<file path="config.mk">
export PLATFORM = sky130hd
export DESIGN_NAME = pwm2_ctrl
export DESIGN_NICKNAME = d
export VERILOG_FILES = /design/src/rtl/pwm2_pkg.sv /design/src/rtl/pwm2_prescale.sv /design/src/rtl/pwm2_channel.sv /design/src/rtl/pwm2_regs.sv /design/src/rtl/pwm2_ctrl.sv
export SDC_FILE = /design/constraint.sdc
export NUM_CORES = 1
export LEC_CHECK = 0
export ABC_AREA = 1
export BUFFER_PORTS_ARGS = -buffer_cell sky130_fd_sc_hd__buf_2
export CORE_UTILIZATION = 31
export DETAILED_ROUTE_END_ITERATION = 16
export PLACE_DENSITY = 0.55
export REMOVE_ABC_BUFFERS = 1
export SYNTH_ARGS = -nofsm -noshare
export SYNTH_HDL_FRONTEND = slang
export SYNTH_SLANG_ARGS = --single-unit
export TNS_END_PERCENT = 5
</file>
<file path="constraint.sdc">
create_clock -name clk -period 2.5 [get_ports clk]
set_input_delay 0.25 -clock clk [delete_from_list [all_inputs] [get_ports clk]]
set_output_delay 0.25 -clock clk [all_outputs]
set_load 0.005 [all_outputs]
</file>
<file path="src/rtl/pwm2_pkg.sv">
package pwm2_pkg;
   localparam int CNT_W        = 8;
   localparam int CFG_W        = 10;
   localparam int FIELD_STRIDE = 15;
   localparam int BUSY_BASE    = 28;
   localparam int RATIO_W      = 17;
   localparam int SH_W         = 2 * CNT_W;

   typedef struct packed {
      logic       pass_bit;
      logic       pulse_bit;
      logic       mode_bit;
      logic       gate;
      logic       level;
      logic       en;
      logic [3:0] code;
   } chan_cfg_t;

   // divider ratio per code; 0 marks a reserved code
   function automatic logic [RATIO_W-1:0] div_ratio(input logic [3:0] code);
      logic [RATIO_W-1:0] r;
      case (code)
         4'd0:    r = RATIO_W'(120);
         4'd1:    r = RATIO_W'(180);
         4'd2:    r = RATIO_W'(240);
         4'd3:    r = RATIO_W'(360);
         4'd4:    r = RATIO_W'(480);
         4'd8:    r = RATIO_W'(12000);
         4'd9:    r = RATIO_W'(24000);
         4'd10:   r = RATIO_W'(36000);
         4'd11:   r = RATIO_W'(48000);
         4'd12:   r = RATIO_W'(72000);
         4'd15:   r = RATIO_W'(1);
         default: r = '0;
      endcase
      return r;
   endfunction
endpackage

</file>
<file path="src/rtl/pwm2_prescale.sv">
module pwm2_prescale
   import pwm2_pkg::*;
(
   input  logic               clk,
   input  logic               rst_n,
   input  logic               clr,
   input  logic               adv,
   input  logic [RATIO_W-1:0] ratio,
   output logic               tick
);
   logic [RATIO_W-1:0] pc_q;
   logic               at_end;

   assign at_end = (pc_q == ratio - RATIO_W'(1));
   assign tick   = adv && at_end;

   always_ff @(posedge clk or negedge rst_n) begin
      if (!rst_n)       pc_q <= '0;
      else if (clr)     pc_q <= '0;
      else if (adv)     pc_q <= at_end ? '0 : pc_q + RATIO_W'(1);
   end
endmodule

</file>
<file path="src/rtl/pwm2_channel.sv">
module pwm2_channel
   import pwm2_pkg::*;
(
   input  logic             clk,
   input  logic             rst_n,
   input  logic [3:0]       code,
   input  logic             en,
   input  logic             gate,
   input  logic             level,
   input  logic             wr,
   input  logic [CNT_W-1:0] wr_act,
   input  logic [CNT_W-1:0] wr_prd,
   output logic             busy_o,
   output logic [SH_W-1:0]  shadow_o,
   output logic [CNT_W-1:0] cnt_o,
   output logic             bound_o,
   output logic             run_o,
   output logic             rsv_o,
   output logic             pwm_o
);
   logic [RATIO_W-1:0] ratio;
   logic               run, rsv, adv, tick, bound, reload, accept;
   logic [CNT_W-1:0]   sh_act, sh_prd, act_q, prd_q, cnt_q;
   logic               busy_q;

   assign ratio  = div_ratio(code);
   assign run    = en & gate;
   assign rsv    = (ratio == '0);
   assign adv    = run & ~rsv;
   assign bound  = tick && (cnt_q == prd_q);
   assign reload = bound || !run;
   assign accept = wr && !busy_q;

   pwm2_prescale u_pre (
      .clk   (clk),
      .rst_n (rst_n),
      .clr   (!run),
      .adv   (adv),
      .ratio (ratio),
      .tick  (tick)
   );

   always_ff @(posedge clk or negedge rst_n) begin
      if (!rst_n) begin
         sh_act <= '0;
         sh_prd <= '0;
         act_q  <= '0;
         prd_q  <= '0;
         cnt_q  <= '0;
         busy_q <= 1'b0;
      end else begin
         if (accept) begin
            sh_act <= wr_act;
            sh_prd <= wr_prd;
         end
         if (accept)      busy_q <= 1'b1;
         else if (reload) busy_q <= 1'b0;
         if (reload) begin
            act_q <= sh_act;
            prd_q <= sh_prd;
         end
         if (!run)        cnt_q <= '0;
         else if (tick)   cnt_q <= bound ? '0 : cnt_q + CNT_W'(1);
      end
   end

   assign pwm_o    = (adv && (cnt_q < act_q)) ? level : ~level;
   assign busy_o   = busy_q;
   assign shadow_o = {sh_prd, sh_act};
   assign cnt_o    = cnt_q;
   assign bound_o  = bound;
   assign run_o    = run;
   assign rsv_o    = rsv;
endmodule

</file>
<file path="src/rtl/pwm2_regs.sv">
module pwm2_regs
   import pwm2_pkg::*;
#(
   parameter int NCH    = 2,
   parameter int ADDR_W = 4
) (
   input  logic              clk,
   input  logic              rst_n,
   input  logic              we,
   input  logic [ADDR_W-1:0] addr,
   input  logic [31:0]       wdata,
   input  logic [NCH-1:0]    busy,
   input  logic [NCH*SH_W-1:0] shadow,
   output logic [NCH*4-1:0]  code_o,
   output logic [NCH-1:0]    en_o,
   output logic [NCH-1:0]    gate_o,
   output logic [NCH-1:0]    lvl_o,
   output logic [NCH-1:0]    wr_o,
   output logic [CNT_W-1:0]  wr_act,
   output logic [CNT_W-1:0]  wr_prd,
   output logic [31:0]       rdata
);
   localparam logic [ADDR_W-1:0] CTRL_ADDR = '0;

   chan_cfg_t [NCH-1:0] cfg_q;
   logic                unused_wdata;

   assign unused_wdata = ^wdata;
   assign wr_act       = wdata[CNT_W-1:0];
   assign wr_prd       = wdata[16 +: CNT_W];

   always_ff @(posedge clk or negedge rst_n) begin
      if (!rst_n) begin
         cfg_q <= '0;
      end else if (we && addr == CTRL_ADDR) begin
         for (int n = 0; n < NCH; n++)
            cfg_q[n] <= wdata[n*FIELD_STRIDE +: CFG_W];
      end
   end

   for (genvar n = 0; n < NCH; n++) begin : g_dec
      assign wr_o[n]          = we && (addr == ADDR_W'(4 + 4*n));
      assign code_o[n*4 +: 4] = cfg_q[n].code;
      assign en_o[n]          = cfg_q[n].en;
      assign gate_o[n]        = cfg_q[n].gate;
      assign lvl_o[n]         = cfg_q[n].level;
   end

   always_comb begin
      rdata = '0;
      if (addr == CTRL_ADDR) begin
         for (int n = 0; n < NCH; n++) begin
            rdata[n*FIELD_STRIDE +: CFG_W] = cfg_q[n];
            rdata[BUSY_BASE + n]           = busy[n];
         end
      end else begin
         for (int n = 0; n < NCH; n++) begin
            if (addr == ADDR_W'(4 + 4*n)) begin
               rdata[CNT_W-1:0]   = shadow[n*SH_W +: CNT_W];
               rdata[16 +: CNT_W] = shadow[n*SH_W + CNT_W +: CNT_W];
            end
         end
      end
   end
endmodule

</file>
<file path="src/rtl/pwm2_ctrl.sv">
module pwm2_ctrl
   import pwm2_pkg::*;
#(
   parameter int NCH    = 2,
   parameter int ADDR_W = 4
) (
   input  logic              clk,
   input  logic              rst_n,
   input  logic              bus_we,
   input  logic [ADDR_W-1:0] bus_addr,
   input  logic [31:0]       bus_wdata,
   output logic [31:0]       bus_rdata,
   output logic [NCH-1:0]    pwm_out
);
   if (NCH < 1 || NCH > 2) begin : g_bad_nch
      $error("pwm2_ctrl: NCH must be 1 or 2");
   end
   if (ADDR_W < 4) begin : g_bad_addr
      $error("pwm2_ctrl: ADDR_W must reach the last timing word");
   end

   logic [NCH*4-1:0]    code_v;
   logic [NCH-1:0]      en_v, gate_v, lvl_v, wr_v;
   logic [NCH-1:0]      busy_v, bound_v, run_v, rsv_v;
   logic [NCH*SH_W-1:0] shadow_v;
   logic [NCH*CNT_W-1:0] cnt_v;
   logic [CNT_W-1:0]    wr_act, wr_prd;

   pwm2_regs #(.NCH(NCH), .ADDR_W(ADDR_W)) u_regs (
      .clk    (clk),
      .rst_n  (rst_n),
      .we     (bus_we),
      .addr   (bus_addr),
      .wdata  (bus_wdata),
      .busy   (busy_v),
      .shadow (shadow_v),
      .code_o (code_v),
      .en_o   (en_v),
      .gate_o (gate_v),
      .lvl_o  (lvl_v),
      .wr_o   (wr_v),
      .wr_act (wr_act),
      .wr_prd (wr_prd),
      .rdata  (bus_rdata)
   );

   for (genvar n = 0; n < NCH; n++) begin : g_ch
      pwm2_channel u_ch (
         .clk      (clk),
         .rst_n    (rst_n),
         .code     (code_v[n*4 +: 4]),
         .en       (en_v[n]),
         .gate     (gate_v[n]),
         .level    (lvl_v[n]),
         .wr       (wr_v[n]),
         .wr_act   (wr_act),
         .wr_prd   (wr_prd),
         .busy_o   (busy_v[n]),
         .shadow_o (shadow_v[n*SH_W +: SH_W]),
         .cnt_o    (cnt_v[n*CNT_W +: CNT_W]),
         .bound_o  (bound_v[n]),
         .run_o    (run_v[n]),
         .rsv_o    (rsv_v[n]),
         .pwm_o    (pwm_out[n])
      );
   end
endmodule

</file>
==> metrics, run 1 <==
CTS Buffer Depth 2; Top FF cell, synth dfrtp_1; flops & latches, synth 136; HP Class input pin to flop; Detail Route Antenna Nets 0; die width 170 um; antenna violations before repair 0; max_cap viols 0; pwr/cell area 746 nW/um2; gp weighted congestion 0.849; Num CTS Buffers 17; CP Capture Type output port; RSZ-0062 raised after global routing true; Die Span Y 170 um; Final Hold Fails 0; Seq pwr share 0.336; TritonCTS clock tree yes; switch share 0.371; Clk pin slew, worst setup/hold paths 0.06 ns; Remaining DRCs 0; grt ovf 0; # setup viols final 50; # port buffers 50; fmax 387 MHz; internal cell power 5.38 mW; Synth top area share 0.388; die area 28900 um2; Pleak 5.64 nW; DR WL/cell 14.3 um; largest net degree at the start of global routing 52; vias 8232; Initial Utilization 0.315; layout cells sized above 1 0.255; Post-synth ARST share 1.00; Cell variety after synth 46; Syn Inst Count 1201; total track usage 0.172; Ys Warns 0; syn_area_per_cell 7.30 um2; Clock Sinks 136; Fin Clk Skew 0.0180 ns; nets 1411; Critical Path RT 2.25 ns; I/O pin count 73; # fillers 2834; Logic pwr share 0.367; post-synthesis cell area 8760 um2; starting DRC count in detailed routing 492; Area contributors post-synth dfrtp_1 39%, nand2_1 15%, nand3_1 6.6%; Post-Route Utilization 0.413; cell taking the most area after synthesis dfrtp_1; root buffer cell clkbuf_16; vias per inst 4.73; clock period minus final worst setup slack 2.59 ns; sequential area share after synthesis 0.388; post-DP HPWL 17.2 mm; EDFF count, synth 0; final slew viol count 0; clock power share 0.297; worst-margin pin slew 0.541 ns; antenna cells 0; H-tree Lvls 4; Setup CP Type flop to output port; Core Box Area 27800 um2; Area growth syn-to-layout 31.0%; Design Area, Final 11500 um2; Clock Latency Late Sink 0.44 ns; FP Rows 61; Switch Pwr 3.18 mW; vias in the first global route 7772; first-pass GRT wire length 39.0 mm; Max VDD drop 0.000532 V; final wirelength 24.8 mm; final period utilization 1.03; Max-slew headroom 0.639; worst-path fanout max 4; status finished with violations; post-route setup slack -0.0862 ns; WP data arrival 2.34 ns; drt pass-1 iters 5; DP Area 9940 um2; Sum Neg Setup Slack -1.46 ns; violated checks setup timing; startpoint types flop
[final timing paths]
check | startpoint | end | slack [ns] | depth (start not counted)
setup / recovery | u_regs.code_o[5]$_DFFE_PN0P_ | pwm_out[1] | -0.09 | 13
hold / removal | bus_wdata[22] | g_ch[0].u_ch.sh_prd[6]$_DFFE_PN0P_ | 0.05 | 3
setup reg to reg | u_regs.code_o[0]$_DFFE_PN0P_ | g_ch[0].u_ch.act_q[6]$_DFFE_PN0P_ | -0.06 | 17
hold reg to reg | g_ch[0].u_ch.act_q[7]$_DFFE_PN0P_ | g_ch[0].u_ch.act_q[7]$_DFFE_PN0P_ | 0.47 | 2
max in group asynchronous | rst_n | g_ch[0].u_ch.cnt_o[5]$_DFFE_PN0P_ | 1.41 | 3
min in group asynchronous | rst_n | u_regs.cfg_q[8]$_DFFE_PN0P_ | 0.34 | 2
[routing by layer]
metal / track usage / wire length, um / vias to the layer above
li1: - / - / 4161
met2: 0.295 / 12200 / 147
met5: 0 / 0 / -
met1: 0.218 / 11400 / 3886
met4: 0.0513 / 529 / 0
met3: 0.0319 / 781 / 38
[placed cells by master (no fill, tap or decap), drive strengths merged]
cell type,Yosys,final
a211oi,1,1
a21boi,1,1
a21o,3,3
a21oi,13,13
a31oi,1,1
buf,25,160
bufinv,0,2
clkbuf,23,23
clkinv,3,6
clkinvlp,0,4
conb,1,10
dfrtp,136,136
dlygate4sd3,0,1
ha,24,24
inv,157,159
nand2,372,374
nand3,124,124
nand3b,3,3
nand4,45,47
nor2,80,80
nor3,15,15
nor4,1,1
o211ai,19,19
o21a,2,2
o21ai,76,76
o21bai,2,2
o22ai,13,13
o311ai,1,1
or2,6,6
or4,1,1
xnor2,16,16
xor2,37,37
[critical path, stage by stage, from the launching register on]
cell and delay [ns]:
dfrtp_1 0.41, inv_2 0.09, ha_4 0.16, buf_6 0.09
nand2_1 0.05, nand2_1 0.10, nand2_2 0.08, nand3_4 0.09
nor2_4 0.04, buf_4 0.14, nor2_4 0.15, o311ai_4 0.12
xor2_2 0.22, buf_2 0.15
[repair_timing]
action | in CTS | in global routing
hold buffers | 1 | 0
gates resized for setup | 41 | 130
setup endpoints to repair | 69 | 86
pin swaps | 14 | 63
gates cloned | 1 | 5
hold endpoints to repair | 48 | 0
setup buffers | 9 | 16
[layout make-up]
cell class                      count  area [um2]  share of cell area
Clock inverter                     11         123              0.0107
Inverter                          160         618              0.0539
Tap cell                          378         473              0.0412
Clock buffer                       21         450              0.0392
Multi-Input combinational cell    870        5150               0.449
Timing Repair Buffer              163        1260               0.109
Sequential cell                   136        3410               0.297
[synthesized netlist by cell type (2+ instances only)]
cell type    n
o211ai_1    19
nand3b_1     2
buf_4       12
nand3_1    115
o21a_1       2
buf_2        5
nand2_2      8
dfrtp_1    136
nand2_4      3
nand3_4      2
xor2_1      37
o22ai_1     13
nand4_1     43
o21bai_1     2
inv_1      148
o21ai_0     74
clkinv_1     3
xnor2_1     16
nand2_1    360
nor2_1      70
ha_1        24
nor2_4       4
a21o_1       3
clkbuf_1    23
nor3_1      15
nand3_2      7
nor2_2       5
inv_2        9
a21oi_1     13
or2_2        6
buf_6        7
[power by group through the flow]
stage | registers (mW) | logic [mW] | clock network, mW
after floorplan | 2.81 | 1.60 | 0
after global placement | 2.89 | 2.40 | 0
after detailed placement | 2.90 | 2.43 | 0
after CTS | 2.86 | 2.63 | 2.62
after global routing | 2.92 | 3.50 | 2.71
final | 2.87 | 3.14 | 2.54
[per-stage QoR]
step | instances | setup slack (ns) | hold WS [ns] | power [mW]
2_1_floorplan | 1162 | -0.229 | -0.0456 | 4.41
3_3_place_gp | 1676 | -0.143 | 0.244 | 5.30
3_5_place_dp | 1676 | -0.138 | 0.241 | 5.33
4_1_cts | 1719 | -0.0913 | 0.0231 | 8.12
5_1_grt | 1739 | -0.232 | 0.0417 | 9.13
6_report | 1739 | -0.0862 | 0.0452 | 8.56
[registers in the layout (all words and copies together), names as in the netlist]
register              cells
u_regs.lvl_o              2
u_regs.code_o             8
u_regs.gate_o             2
g_ch.u_ch.cnt_o          16
g_ch.u_ch.sh_prd         16
g_ch.u_ch.u_pre.pc_q     34
g_ch.u_ch.act_q          16
u_regs.en_o               2
g_ch.u_ch.sh_act         16
u_regs.cfg_q              6
g_ch.u_ch.busy_o          2
g_ch.u_ch.prd_q          16
[logic make-up after synthesis]
family	after synthesis	synth area share
other	1	0.000428
and+or+nand+nor	647	0.337
adders and majority gates	24	0.0343
DFF	136	0.388
xor gates and xnor gates	53	0.0530
buffers and inverters	208	0.101
AOI/OAI and AO/OA	132	0.0862
Note: power is estimated with default switching activity, not from simulation.
==> run 2, diff against run 1 <==
TNS_END_PERCENT = unset   (was 5)
==> run 2 against run 1 <==
  * The run still ends with setup timing left
  * Non-clock buffer count unchanged
  * Worst hold slack worse by 0.0057 ns
  * Sequential power about the same
  * Clock skew about the same
  * Setup slack better by 0.0016 ns
  * Count of clock-buffer cells in the layout unchanged
  * Die area unchanged
  * Critical endpoint unchanged
  * Highest routed layer unchanged
==> metrics, run 2 (synthesis results as in run 1) <==
CP startpoint u_regs.code_o[5]$_DFFE_PN0P_; Sum Neg Setup Slack -0.876 ns (+0.587 ns); Max-slew headroom 0.471 (-0.169); Setup CP Type flop to output port; gp weighted congestion 0.849 (unchanged); post-route setup slack -0.0846 ns (+0.00160 ns); Pleak 5.69 nW (+0.90%); final period utilization 1.03 (about the same); nets 1412 (+0.071%); violated checks setup timing; Detail Route Antenna Nets 0 (unchanged); antenna cells 0 (unchanged); worst-path fanout max 4 (unchanged); Clk pin slew, worst setup/hold paths 0.06 ns (about the same); hold slack final 0.0395 ns (-0.00567 ns); CTS Buffer Depth 2 (unchanged); TritonCTS clock tree yes; Max VDD drop 0.000536 V (+0.77%); die width 170 um (unchanged); DR WL/cell 14.5 um (+1.3%); placed cells 1676 (unchanged); final slew viol count 0 (unchanged); pre-CTS WS -0.138 ns (unchanged); Register-to-Register Path Depth 17 (unchanged); H-tree Lvls 4 (unchanged); commonest non-fill, non-tap cell in the layout nand2_1; commonest non-fill, non-tap cells in the layout 328 x nand2_1, 138 x inv_1, 134 x dfrtp_1; total track usage 0.175 (+0.00291); Num CTS Buffers 17 (unchanged); r2r setup slk -0.06 ns (about the same); Die Span Y 170 um (unchanged); FF-to-FF End g_ch[1].u_ch.act_q[4]$_DFFE_PN0P_; HP Class input pin to flop; WP data arrival 2.33 ns (about the same); # setup viols final 30 (-40%); post-DP HPWL 17.2 mm (unchanged); Initial Utilization 0.315 (unchanged); Critical Path RT 2.25 ns (about the same); final wirelength 25.2 mm (+1.3%); number of flip-flops in the largest register 34 (unchanged); status finished with violations; Remaining DRCs 0 (unchanged); I/O pin count 73 (unchanged); Clock Latency Late Sink 0.44 ns (about the same); Biggest register g_ch.u_ch.u_pre.pc_q; die area 28900 um2 (unchanged); clock period minus final worst setup slack 2.58 ns (-0.00160 ns); vias per inst 4.76 (+0.65%); max_cap viols 0 (unchanged); # port buffers 50 (unchanged); starting DRC count in detailed routing 484 (-1.6%); pwr/cell area 738 nW/um2 (-1.1%); # fillers 2819 (-0.53%); drt pass-1 iters 5 (unchanged); CP Capture Type output port; startpoint types flop; root buffer cell clkbuf_16; Clock Sinks 136 (unchanged); antenna violations before repair 0 (unchanged); worst-margin pin slew 0.793 ns (+0.252 ns); Final Hold Fails 0 (unchanged); Area growth syn-to-layout 33.0%; FP Rows 61 (unchanged); Fin Clk Skew 0.0177 ns (-0.000208 ns); worst r2r src u_regs.code_o[5]$_DFFE_PN0P_; final non-filler cell total 1740 (+0.058%); vias in the first global route 7865 (+1.2%); fmax 387 MHz (about the same); Post-Route Utilization 0.419 (+0.00635); Core Box Area 27800 um2 (unchanged); RSZ-0062 raised after global routing true; crit path capture pwm_out[1]; layout cells sized above 1 0.275 (+0.0204); vias 8290 (+0.70%); first-pass GRT wire length 39.5 mm (+1.5%); largest net degree at the start of global routing 52 (unchanged); grt ovf 0 (unchanged)
==> run 2: per-layer routing <==
| metal | vias to the layer above | share of wire | track usage |
|---|---|---|---|
| met2 | 139 | 0.49 | 0.302 |
| met5 | - | 0 | 0 |
| met1 | 3951 | 0.46 | 0.220 |
| met3 | 34 | 0.030 | 0.0316 |
| li1 | 4166 | - | - |
| met4 | 0 | 0.020 | 0.0541 |
==> run 2: critical path, cell delays in order (launching register included) <==
cell	delay (ns)
dfrtp_1	0.41
inv_2	0.10
ha_4	0.16
buf_6	0.09
nand2_1	0.06
nand2_2	0.10
nand2_4	0.06
nand3_4	0.09
nor2_4	0.04
buf_4	0.14
nor2_4	0.15
o311ai_4	0.12
xor2_2	0.22
buf_2	0.15
==> run 2: what timing repair did <==
item                                    4_1_cts  5_1_grt
endpoints found under the setup margin       69       86
gates cloned                                  4        4
buffers inserted                             12       13
hold buffers                                  1        0
hold endpoints to repair                     48        0
resized for setup                            63      139
pin swaps                                    18       81
==> run 2: through the flow <==
stage | total power, mW | instance area, um2
2_1_floorplan | 4.41 | 8510
3_3_place_gp | 5.30 | 9940
3_5_place_dp | 5.33 | 9940
4_1_cts | 8.20 | 11000
5_1_grt | 9.16 | 11700
6_report | 8.60 | 11700
==> run 2: area by class of cell <==
| class | instances | area (um2) | area share |
|---|---|---|---|
| well taps | 378 | 473 | 0.0406 |
| inverters | 160 | 623 | 0.0535 |
| clock buffers | 21 | 450 | 0.0387 |
| multi-input cells | 871 | 5300 | 0.455 |
| flip-flops and latches | 136 | 3410 | 0.292 |
| repair buffers | 163 | 1280 | 0.110 |
| clock inverters | 11 | 123 | 0.0105 |
==> run 2: worst min-delay path by stage <==
stage	slack, ns	endpoint	from	cells after the start
CTS	0.02	g_ch[0].u_ch.sh_prd[6]$_DFFE_PN0P_	bus_wdata[22]	3
floorplan	-0.05	g_ch[0].u_ch.act_q[0]$_DFFE_PN0P_	rst_n	0
global route	0.04	g_ch[0].u_ch.sh_prd[0]$_DFFE_PN0P_	bus_wdata[16]	3
detailed placement	0.24	u_regs.cfg_q[8]$_DFFE_PN0P_	rst_n	1
global placement	0.24	u_regs.cfg_q[8]$_DFFE_PN0P_	rst_n	1
finish	0.04	g_ch[0].u_ch.sh_prd[6]$_DFFE_PN0P_	bus_wdata[22]	3
==> run 2: report_power, final <==
group	leakage, nW	switching, mW	internal (mW)	total [mW]
registers	1.76	0.318	2.56	2.88
logic	3.66	1.82	1.34	3.16
clock network	0.270	1.06	1.50	2.56
total	5.69	3.20	5.40	8.60
==> run 3, diff against run 2 <==
CELL_PAD_IN_SITES_DETAIL_PLACEMENT = 1   (was unset)
CELL_PAD_IN_SITES_GLOBAL_PLACEMENT = 1   (was unset)
PLACE_DENSITY = 0.68   (was 0.55)
==> run 3 against run 2 <==
  * The flow finishes with violations (DRC, setup timing)
  * Count of clock-buffer cells in the layout fell by 1
  * Critical path depth increased by 8
  * Global-route usage grew 3.4 points
  * Cell count rose by 1.6%
  * Combinational power grew 13%
  * Routed wire length up 19%
  * Clock power decreased by 4%
  * Flip-flop and latch count is the same
  * Clock skew is 0.0076 ns lower
  * Cell area increased by 4.6%
  * Fmax shrank 2.1%
  * Register-to-register slack worse by 0.08 ns
  * Critical path type is now flop to flop
  * Critical endpoint is now g_ch[1].u_ch.prd_q[6]$_DFFE_PN0P_
==> metrics, run 3 (synthesis results as in run 1) <==
status finished with violations; violated checks DRC, setup timing; Area growth syn-to-layout 39.1%; vias 8712 (+5.1%); clock period minus final worst setup slack 2.64 ns (+0.0562 ns); first-pass GRT wire length 47.2 mm (+19%); Remaining DRCs 2 (+2); Core Box Area 27800 um2 (unchanged); gp weighted congestion 0.828 (-2.4%); post-DP HPWL 20.3 mm (+18%); Num CTS Buffers 17 (unchanged); I/O pin count 73 (unchanged); largest net degree at the start of global routing 56 (+7.7%); startpoint types flop; nets 1440 (+2.0%); layout cells sized above 1 0.324 (+0.0484); # port buffers 50 (unchanged); Clk pin slew, worst setup/hold paths 0.06 ns (about the same); worst-path fanout max 4 (unchanged); CTS Buffer Depth 2 (unchanged); die area 28900 um2 (unchanged); vias per inst 4.93 (+3.4%); fmax 379 MHz (-2.1%); final wirelength 30.0 mm (+19%); grt ovf 0 (unchanged); starting DRC count in detailed routing 386 (-20%); placed cells 1687 (+0.66%); antenna cells 0 (unchanged); Clock Sinks 136 (unchanged); CP Capture Type flop; DR WL/cell 17.0 um (+17%); drt pass-1 iters 11 (+6); final period utilization 1.06 (+0.0225); final slew viol count 0 (unchanged); post-route setup slack -0.141 ns (-0.0562 ns); die width 170 um (unchanged); antenna violations before repair 0 (unchanged); Fin Clk Skew 0.0102 ns (-0.00757 ns); Setup CP Type flop to flop; Initial Utilization 0.315 (unchanged); pre-CTS WS -0.261 ns (-0.123 ns); Biggest register g_ch.u_ch.u_pre.pc_q; RSZ-0062 raised after global routing true; max_cap viols 0 (unchanged); Critical Path RT 2.81 ns (+0.56 ns); Pleak 5.97 nW (+5.0%); pwr/cell area 738 nW/um2 (about the same); Detail Route Antenna Nets 0 (unchanged); total track usage 0.209 (+0.0340); TritonCTS clock tree yes; number of flip-flops in the largest register 34 (unchanged); commonest non-fill, non-tap cells in the layout 311 x nand2_1, 137 x inv_1, 132 x dfrtp_1; worst hold path startpoint bus_wdata[7]; root buffer cell clkbuf_16; vias in the first global route 9258 (+18%); Die Span Y 170 um (unchanged); Max-slew headroom 0.390 (-0.0803); H-tree Lvls 4 (unchanged); commonest non-fill, non-tap cell in the layout nand2_1; FP Rows 61 (unchanged); HP Class input pin to flop; Final Hold Fails 0 (unchanged); worst-margin pin slew 0.914 ns (+0.120 ns); Clock Latency Late Sink 0.43 ns (about the same); final non-filler cell total 1768 (+1.6%); Post-Route Utilization 0.439 (+0.0194); Max VDD drop 0.000466 V (-13%); worst r2r src u_regs.code_o[4]$_DFFE_PN0P_; WP data arrival 2.95 ns (+0.62 ns); # setup viols final 57 (+90%); CP startpoint u_regs.code_o[4]$_DFFE_PN0P_
## run 3: cell types whose count changed in the layout (fill, tap and decap cells not counted), moves of 4 or more
| cell | change |
|---|---|
| nand3_1 | -21 |
| buf_4 | +18 |
| buf_6 | +6 |
| nand2_4 | +7 |
| nand3_2 | +19 |
| clkinv_4 | +4 |
| nand2_1 | -17 |
| nand2_2 | +10 |
| o21ai_0 | -6 |
## run 3: area by class of cell
| type | count | area, um2 |
|---|---|---|
| fillers | 3427 | 15600 |
| clock buffers | 20 | 447 |
| multi-input cells | 872 | 5590 |
| well taps | 378 | 473 |
| clock inverters | 12 | 118 |
| repair buffers | 190 | 1540 |
| flip-flops and latches | 136 | 3410 |
| inverters | 160 | 621 |
## run 3: final timing paths
check,end,slack [ns],depth (start not counted)
min in group asynchronous,g_ch[0].u_ch.u_pre.pc_q[4]$_DFFE_PN0P_,0.33,2
max,g_ch[1].u_ch.prd_q[6]$_DFFE_PN0P_,-0.14,21
max reg2reg,g_ch[1].u_ch.prd_q[6]$_DFFE_PN0P_,-0.14,21
max in group asynchronous,g_ch[1].u_ch.u_pre.pc_q[0]$_DFFE_PN0P_,1.41,3
min reg2reg,g_ch[0].u_ch.act_q[1]$_DFFE_PN0P_,0.48,2
min,g_ch[0].u_ch.sh_act[7]$_DFFE_PN0P_,0.06,3
## run 3: what timing repair did
action | CTS | global route
setup endpoints to repair | 86 | 86
gates resized for setup | 134 | 145
hold buffers | 1 | 0
setup buffers | 28 | 11
pin swaps | 47 | 65
gates cloned | 5 | 4
hold endpoints to repair | 51 | 0
## run 3: where the power goes
group	switching (mW)	internal, mW	leakage [nW]
registers	0.374	2.56	1.76
logic	2.04	1.54	3.94
clock network	1.06	1.41	0.276
## run 3: per-stage QoR
step / TNS [ns] / area (um2) / total power [mW] / hold WS [ns]
floorplan: -4.03 / 8510 / 4.41 / -0.0456
global placement: -5.13 / 10000 / 5.40 / 0.251
detailed placement: -10.97 / 10000 / 5.51 / 0.253
CTS: -1.53 / 11400 / 8.62 / 0.0334
global route: -12.57 / 12200 / 9.55 / 0.0563
finish: -2.15 / 12200 / 8.99 / 0.0551
## run 3: layer usage
metal | share of wire | track usage | up-vias
li1 | - | - | 4227
met1 | 0.42 | 0.250 | 4333
met2 | 0.54 | 0.384 | 120
met3 | 0.025 | 0.0302 | 32
met4 | 0.017 | 0.0599 | 0
met5 | 0 | 0 | -
## run 3: critical path, stage by stage (launching register included)
cell	delay, ns
dfrtp_1	0.41
inv_2	0.09
ha_4	0.17
inv_4	0.04
nand2_4	0.08
nand2_4	0.06
nand3_4	0.09
buf_12	0.12
nor2_4	0.04
buf_4	0.13
buf_6	0.12
nand2_1	0.08
nand2_1	0.07
inv_1	0.06
nand2_1	0.06
nor2_2	0.12
nand2_2	0.08
nor2_4	0.22
buf_6	0.14
nand4_4	0.15
nand3_1	0.13
nand2_1	0.06
